[src/rtl/code_guard_pkg.sv]
package code_guard_pkg;
    parameter int DATA_W    = 8;
    parameter int ADDR_W    = 16;
    parameter int KEY_DEPTH = 32;
    localparam int IDX_W    = $clog2(KEY_DEPTH);

    typedef logic [DATA_W-1:0] byte_t;
    typedef logic [IDX_W-1:0]  kidx_t;

    typedef enum logic [1:0] {
        PROT_NONE     = 2'b00,
        PROT_ISOLATE  = 2'b01,
        PROT_RESERVED = 2'b10,
        PROT_FULL     = 2'b11
    } prot_e;

    typedef struct packed {
        logic  en;
        kidx_t idx;
        byte_t data;
    } key_wr_t;

    function automatic byte_t scramble(input byte_t code, input byte_t key);
        return ~(code ^ key);
    endfunction
endpackage

[src/rtl/cg_key_store.sv]
module cg_key_store
    import code_guard_pkg::*;
(
    input  logic    clk,
    input  logic    erase,
    input  logic    wr_ok,
    input  key_wr_t wr,
    input  kidx_t   rd_idx,
    output byte_t   rd_key
);
    byte_t cells [KEY_DEPTH];

    generate
        for (genvar g = 0; g < KEY_DEPTH; g++) begin : g_cell
            always_ff @(posedge clk) begin
                if (erase)
                    cells[g] <= '1;
                else if (wr_ok && wr.en && wr.idx == kidx_t'(g))
                    cells[g] <= wr.data;
            end
        end
    endgenerate

    assign rd_key = cells[rd_idx];
endmodule

[src/rtl/cg_prot_ctrl.sv]
module cg_prot_ctrl
    import code_guard_pkg::*;
(
    input  logic  clk,
    input  logic  rst,
    input  logic  erase,
    input  logic  lock_wr_en,
    input  logic  lock_wr_sel,
    input  logic  ext_access,
    input  logic  ext_fetch,
    output prot_e level,
    output logic  prog_ok,
    output logic  vfy_ok,
    output logic  int_ok,
    output logic  ea_eff
);
    logic [1:0] cell_q;
    logic       ea_q;

    always_ff @(posedge clk) begin
        if (erase)
            cell_q <= 2'b11;
        else if (lock_wr_en)
            cell_q[lock_wr_sel] <= 1'b0;
    end

    always_ff @(posedge clk) begin
        if (rst)
            ea_q <= ext_access;
    end

    assign level   = prot_e'(~cell_q);
    assign prog_ok = (level == PROT_NONE);
    assign vfy_ok  = (level != PROT_FULL);
    assign int_ok  = !(level[0] && ext_fetch);
    assign ea_eff  = level[0] ? ea_q : ext_access;
endmodule

[src/rtl/cg_vfy_path.sv]
module cg_vfy_path
    import code_guard_pkg::*;
(
    input  logic  allow,
    input  byte_t code,
    input  byte_t key,
    output byte_t dout
);
    always_comb begin
        if (allow)
            dout = scramble(code, key);
        else
            dout = '1;
    end
endmodule

[src/rtl/code_guard.sv]
module code_guard
    import code_guard_pkg::*;
(
    input  logic              clk,
    input  logic              rst,
    input  logic              erase,
    input  logic              ext_access,
    input  logic              key_wr_en,
    input  logic [IDX_W-1:0]  key_wr_idx,
    input  logic [DATA_W-1:0] key_wr_data,
    input  logic              lock_wr_en,
    input  logic              lock_wr_sel,
    input  logic              ext_fetch,
    input  logic [ADDR_W-1:0] vfy_addr,
    input  logic [DATA_W-1:0] vfy_code,
    output logic [DATA_W-1:0] vfy_data,
    output logic              prog_allow,
    output logic              int_code_ok,
    output logic              ea_level,
    output logic [1:0]        lock_prog
);
    key_wr_t wr;
    prot_e   level;
    logic    vfy_ok;
    byte_t   key_sel;

    assign wr = '{en: key_wr_en, idx: key_wr_idx, data: key_wr_data};

    cg_prot_ctrl u_prot (
        .clk        (clk),
        .rst        (rst),
        .erase      (erase),
        .lock_wr_en (lock_wr_en),
        .lock_wr_sel(lock_wr_sel),
        .ext_access (ext_access),
        .ext_fetch  (ext_fetch),
        .level      (level),
        .prog_ok    (prog_allow),
        .vfy_ok     (vfy_ok),
        .int_ok     (int_code_ok),
        .ea_eff     (ea_level)
    );

    cg_key_store u_keys (
        .clk   (clk),
        .erase (erase),
        .wr_ok (prog_allow),
        .wr    (wr),
        .rd_idx(vfy_addr[IDX_W-1:0]),
        .rd_key(key_sel)
    );

    cg_vfy_path u_vfy (
        .allow(vfy_ok),
        .code (vfy_code),
        .key  (key_sel),
        .dout (vfy_data)
    );

    assign lock_prog = level;
endmodule

[config.mk]
export PLATFORM = sky130hd
export DESIGN_NAME = code_guard
export DESIGN_NICKNAME = d
export VERILOG_FILES = /design/src/rtl/code_guard_pkg.sv /design/src/rtl/cg_key_store.sv /design/src/rtl/cg_prot_ctrl.sv /design/src/rtl/cg_vfy_path.sv /design/src/rtl/code_guard.sv
export SDC_FILE = /design/constraint.sdc
export NUM_CORES = 1
export LEC_CHECK = 0
export ABC_AREA = 0
export CAP_MARGIN = 20
export CORE_MARGIN = 10
export CORE_UTILIZATION = 45
export CTS_BUF_LIST = sky130_fd_sc_hd__clkbuf_8
export DETAILED_ROUTE_END_ITERATION = 10
export DONT_BUFFER_PORTS = 1
export GPL_TIMING_DRIVEN = 1
export PLACE_DENSITY = 0.63
export SLEW_MARGIN = 5
export SYNTH_ARGS = -nofsm -noshare
export SYNTH_HDL_FRONTEND = slang
export SYNTH_HIERARCHICAL = 1
export SYNTH_SLANG_ARGS = --single-unit
[constraint.sdc]
create_clock -name clk -period 6.2 [get_ports clk]
set_input_delay 0.31 -clock clk [delete_from_list [all_inputs] [get_ports clk]]
set_output_delay 0.31 -clock clk [all_outputs]
set_load 0.1 [all_outputs]
[After elaboration in Yosys (flattened, before gate mapping)]
Memory sizes are Yosys's and may differ from the RTL's.
Index checks and enable logic that the tools add are counted.
W data, S select, Z words.
Word-level totals
  memories kept: 1
  bits in writable memories: 256
  bits of input ports: 45
  output and inout port bits: 13
  bits in registers: 3
  word-level logic and storage cells: 246
Operators by class
  magnitude comparators: 2
  eq/ne operators: 32
  bitwise operators: 37
  reductions and logical operators: 38
  mux-type cells: 134
Memory list
  u_keys.cells: words 32, width 8, read ports 1, clocked after memory_dff 0, wr ports 32, line cg_key_store.sv:11  | byte_t cells [KEY_DEPTH];
Operators with widths (number)
  $mux W8: 33
  $mux W1: 100
  $eq A5 B5 Y1 const B: 16
  $eq A5 B4 Y1 const B: 8
  $logic_and A1 B1 Y1: 35
  $or A1 B1 Y1: 32
  $eq A5 B3 Y1 const B: 4
  $eq A5 B2 Y1 const B: 2
  $not A8 Y8: 1
  $xor A8 B8 Y8: 1
  $eq A5 B1 Y1 const B: 1
  $logic_not A5 Y1: 1
  $not A2 Y2: 2
  $and A2 B2 Y2: 1
  $logic_not A2 Y1: 1
  $lt A1 B2 Y1 const B: 1
  $ne A2 B2 Y1 const B: 1
  $demux W1 S1: 1
  $ge A1 B1 Y1 const B: 1
  $logic_not A1 Y1: 1

[Depth between registers and ports, before layout]
  depth after elaboration: 8
  mapped depth: 7
  mapped depth without buffers: 5

[By module]
The synthesis kept the hierarchy.
Modules (own cells, without submodules)
  cg_key_store: times used 1, seq. area each 7687.4 um2, area each 12004.0 um2, cells an instance 747
  cg_prot_ctrl: times used 1, seq. area each 70.1 um2, area each 128.9 um2, cells an instance 13
  cg_vfy_path: times used 1, seq. area each 0.0 um2, area each 105.1 um2, cells an instance 17

[Least setup slack after synthesis]
No wires, ideal clock.
  path type: flip-flop to flip-flop
  from: reg u_prot.cell_q[0]
  to: mem u_keys/cells[11][0] (netlist bit) (data pin)
  path slack: 2.374 ns
  cell stages (with the launch flop): 7
  path buffers: 1
  period minus slack after synthesis: 3.826 ns
  setup time: 0.265 ns
  required time: 5.935 ns
  data arrival time: 3.561 ns
  path through: dfxtp_1 inv_1 nor2_1 nand3b_1 or2_2 clkbuf_1 or3_1
RTL lines
  start: declaration: line cg_prot_ctrl.sv:17  | logic [1:0] cell_q;
  start signal: assignment: line cg_prot_ctrl.sv:22  | cell_q <= 2'b11;
  start signal: indexed assignment: line cg_prot_ctrl.sv:24  | cell_q[lock_wr_sel] <= 1'b0;
  end: declaration: line cg_key_store.sv:11

[Final worst setup path]
  from: mem u_keys/cells[22][2] (netlist bit)
  to: out vfy_data[2]
Between the ends
  cells in the longest elaborated chain, start to end: 4
RTL lines
  $mem_v2 Z32 W8
  named net key_sel[2]: line code_guard.sv:25  | byte_t key_sel;
  $xor A8 B8 Y8: line code_guard_pkg.sv:24  | return ~(code ^ key);
  $not A8 Y8: line code_guard_pkg.sv:24
  $mux W8: line cg_vfy_path.sv:10  | if (allow)
  end: declaration: line code_guard.sv:16  | output logic [DATA_W-1:0] vfy_data,
The timed path passes the listed nets, and every way through them passes these cells.

==> results.yml <==
run_status:
  status: "completed"
sta:
  max_clock_freq_mhz: 289
  finalMaxSlewViolations: 0
  fin_worst_skew_ps: 10.6
  setup_viol: 0
  finalHoldViolCount: 0
  relSlewSlack_pct: 22.0
  tns_ps: 0
  period_share_pct: 55.8
  period_minus_slack_ps: 3460
  rsz0062_at_grt: "no"
  worst_slew_pin_slew_ps: 1150
floorplan:
  chipWidth_um: 185
  floorplan.rows: 60
  dieArea_um2: 34200
  dieHeight_um: 185
  boundaryPins: 58
  floorplan.initialDensity_pct: 45.5
  core_area_um2: 26900
drt:
  num_vias: 6730
  firstDrtPassIters: 5
  wl_per_cell_um: 25.9
  antenna_left: 0
  via_per_inst: 5.91
  totalWireLength_um: 29500
  drt_iter0_drc: 688
  drc: 0
yosys:
  synth.area.mux_share_pct: 15.6
  synth_edf_count: 257
  ys_ff_latch: 259
  synth_top_family_by_area: "simple AND/OR/NAND/NOR gates"
  netlist_area_um2: 12200
  syn_area_per_cell_um2: 15.8
  syn_inst: 777
  synth_compound_area_share_pct: 2.09
  synthFlopType: "edfxtp_1"
  async_flop_share_pct: 0
  synth_fp_nets: 822
  yosysWarnings: 6
  synth_fa_ha_area_share_pct: 0
  ys_seq_area_share_pct: 63.4
  synth_xor_area_share_pct: 0.573
  synth_cell_type_count: 30
  synth-simple-area-share_pct: 15.9
cts:
  clockBufferDepth: 3
  clkTransAtPathRegs_ps: 60
  cts_hold_buf: 14
  clk_latency_ps: 530
  postCtsSetupBuffers: 0
  cts_tree: "yes"
  clock-sinks: 259
  cts_made_buffers: 42
  cts-root-buf: "clkbuf_8"
  cts_resized: 0
  ctsHtreeMaxLevel: 2
pwr:
  power_density_nw_per_um2: 255
  ir_drop_uv: 140
  p_leak_uw: 0.00330
cells_and_area:
  final_cells: 1139
  final_util_pct: 49.8
  layout-drive-gt1-share_pct: 42.1
  diodes: 0
  syn2layout_area_growth_pct: 9.38
  final_common_cell: "edfxtp_1"
  final_cell_mix: "edfxtp_1 (257), or2_2 (177), mux4_2 (80), or3_1 (80), clkbuf_8 (44)"
  nNetsFinal: 820
  fillCellCount: 2265
job:
  drv_cap: 0
worst_setup_path:
  startpoint_type: "flip-flop"
  cp.required_ps: 5890
  crit_type: "flip-flop to output port"
  cp_max_fo: 1
  cp-end-kind: "output port"
  arrival_ps: 3150
global_route:
  grt_pass1_vias: 7115
  antenna_found_initial: 1
  grt_start_max_net_pins: 65
  grt_pass1_wl_um: 44600
  grt_use_total_pct: 17.6
  grt_overflow: 0
placed_design:
  dp_cells: 1056
  port_buffers: 0
  gp_congestion: 0.855
  dp.final_hpwl_um: 18900
min_path:
  worstHoldPathType: "primary input to flip-flop"
[final timing paths]
check / from / end / slack (ps) / cells past startpoint
setup reg to reg: u_prot/cell_q[0] / u_keys/cells[2][5] / 2860 / 5
setup / recovery: u_keys/cells[22][2] / vfy_data[2] / 2740 / 5
hold reg to reg: u_prot/cell_q[0] / u_prot/cell_q[0] / 530 / 1
hold / removal: key_wr_data[6] / u_keys/cells[18][6] / 170 / 2
[worst max-delay path: stages, from the launching register on]
cell	delay, ps
edfxtp_1	370
mux4_2	530
mux4_2	550
mux2_2	320
xor2_1	170
nand2_1	670
[cell families after synthesis]
logic type,Yosys count
xor gates and xnor gates,8
muxes,89
DFF,259
buffers and inverters,71
AOI/OAI and AO/OA,34
and+or+nand+nor,316
[registers in the layout (all words and copies together) (netlist names)]
signal         flops
u_prot/cell_q      2
u_keys/cells     256
u_prot/ea_q        1
[through the flow]
stage	cell area [um2]	hold slack, ps	power (uW)	worst slack, ps
after floorplan	12200	396	2140	2370
after global placement	12400	404	2130	2910
after detailed placement	12400	404	2130	2770
after CTS	13300	141	3440	2720
after global routing	13400	153	3540	2700
final	13400	168	3420	2740
[power breakdown]
part	switching [uW]	internal [uW]
Sequential	2.24	1930
Combinational	149	60.6
Clock	631	646
Total	782	2630
[cell type report]
cell class	instances	area (um2)	share of cell area [%]
clock buffer	44	606	4.52
inverter	2	7.51	0.0561
tap	341	427	3.19
sequential	259	7760	58.0
multi-input combinational	447	4190	31.3
timing repair buffer	23	305	2.28
clock inverter	23	92.6	0.692
[cells in the mapped netlist, types with 2 or more instances]
cell	count	area [um2]
clkbuf_1	53	199
or2_2	177	1110
or3_1	80	500
and4bb_2	5	62.6
a21o_1	24	180
nand2b_1	2	12.5
nand2_1	34	128
nor2_1	2	7.51
buf_4	6	45.0
xor2_1	8	70.1
o21bai_1	10	75.1
mux2_2	8	90.1
nor4bb_1	2	20.0
nor4b_1	4	35.0
dfxtp_1	2	40.0
edfxtp_1	257	7720
nand4b_1	4	35.0
mux4_2	80	1800
buf_1	7	26.3
inv_1	2	7.51
[per-layer routing]
metal / global-route usage [%] / vias up / share of wire [%] / wire, um
met5: 0 / - / 0 / 0
met4: 6.05 / 0 / 2.8 / 835
met3: 4.45 / 47 / 8.5 / 2500
met2: 28.6 / 268 / 49 / 14500
met1: 22.7 / 3451 / 40 / 11700
li1: - / 2964 / - / -
Power figures use the tool's default switching activity.
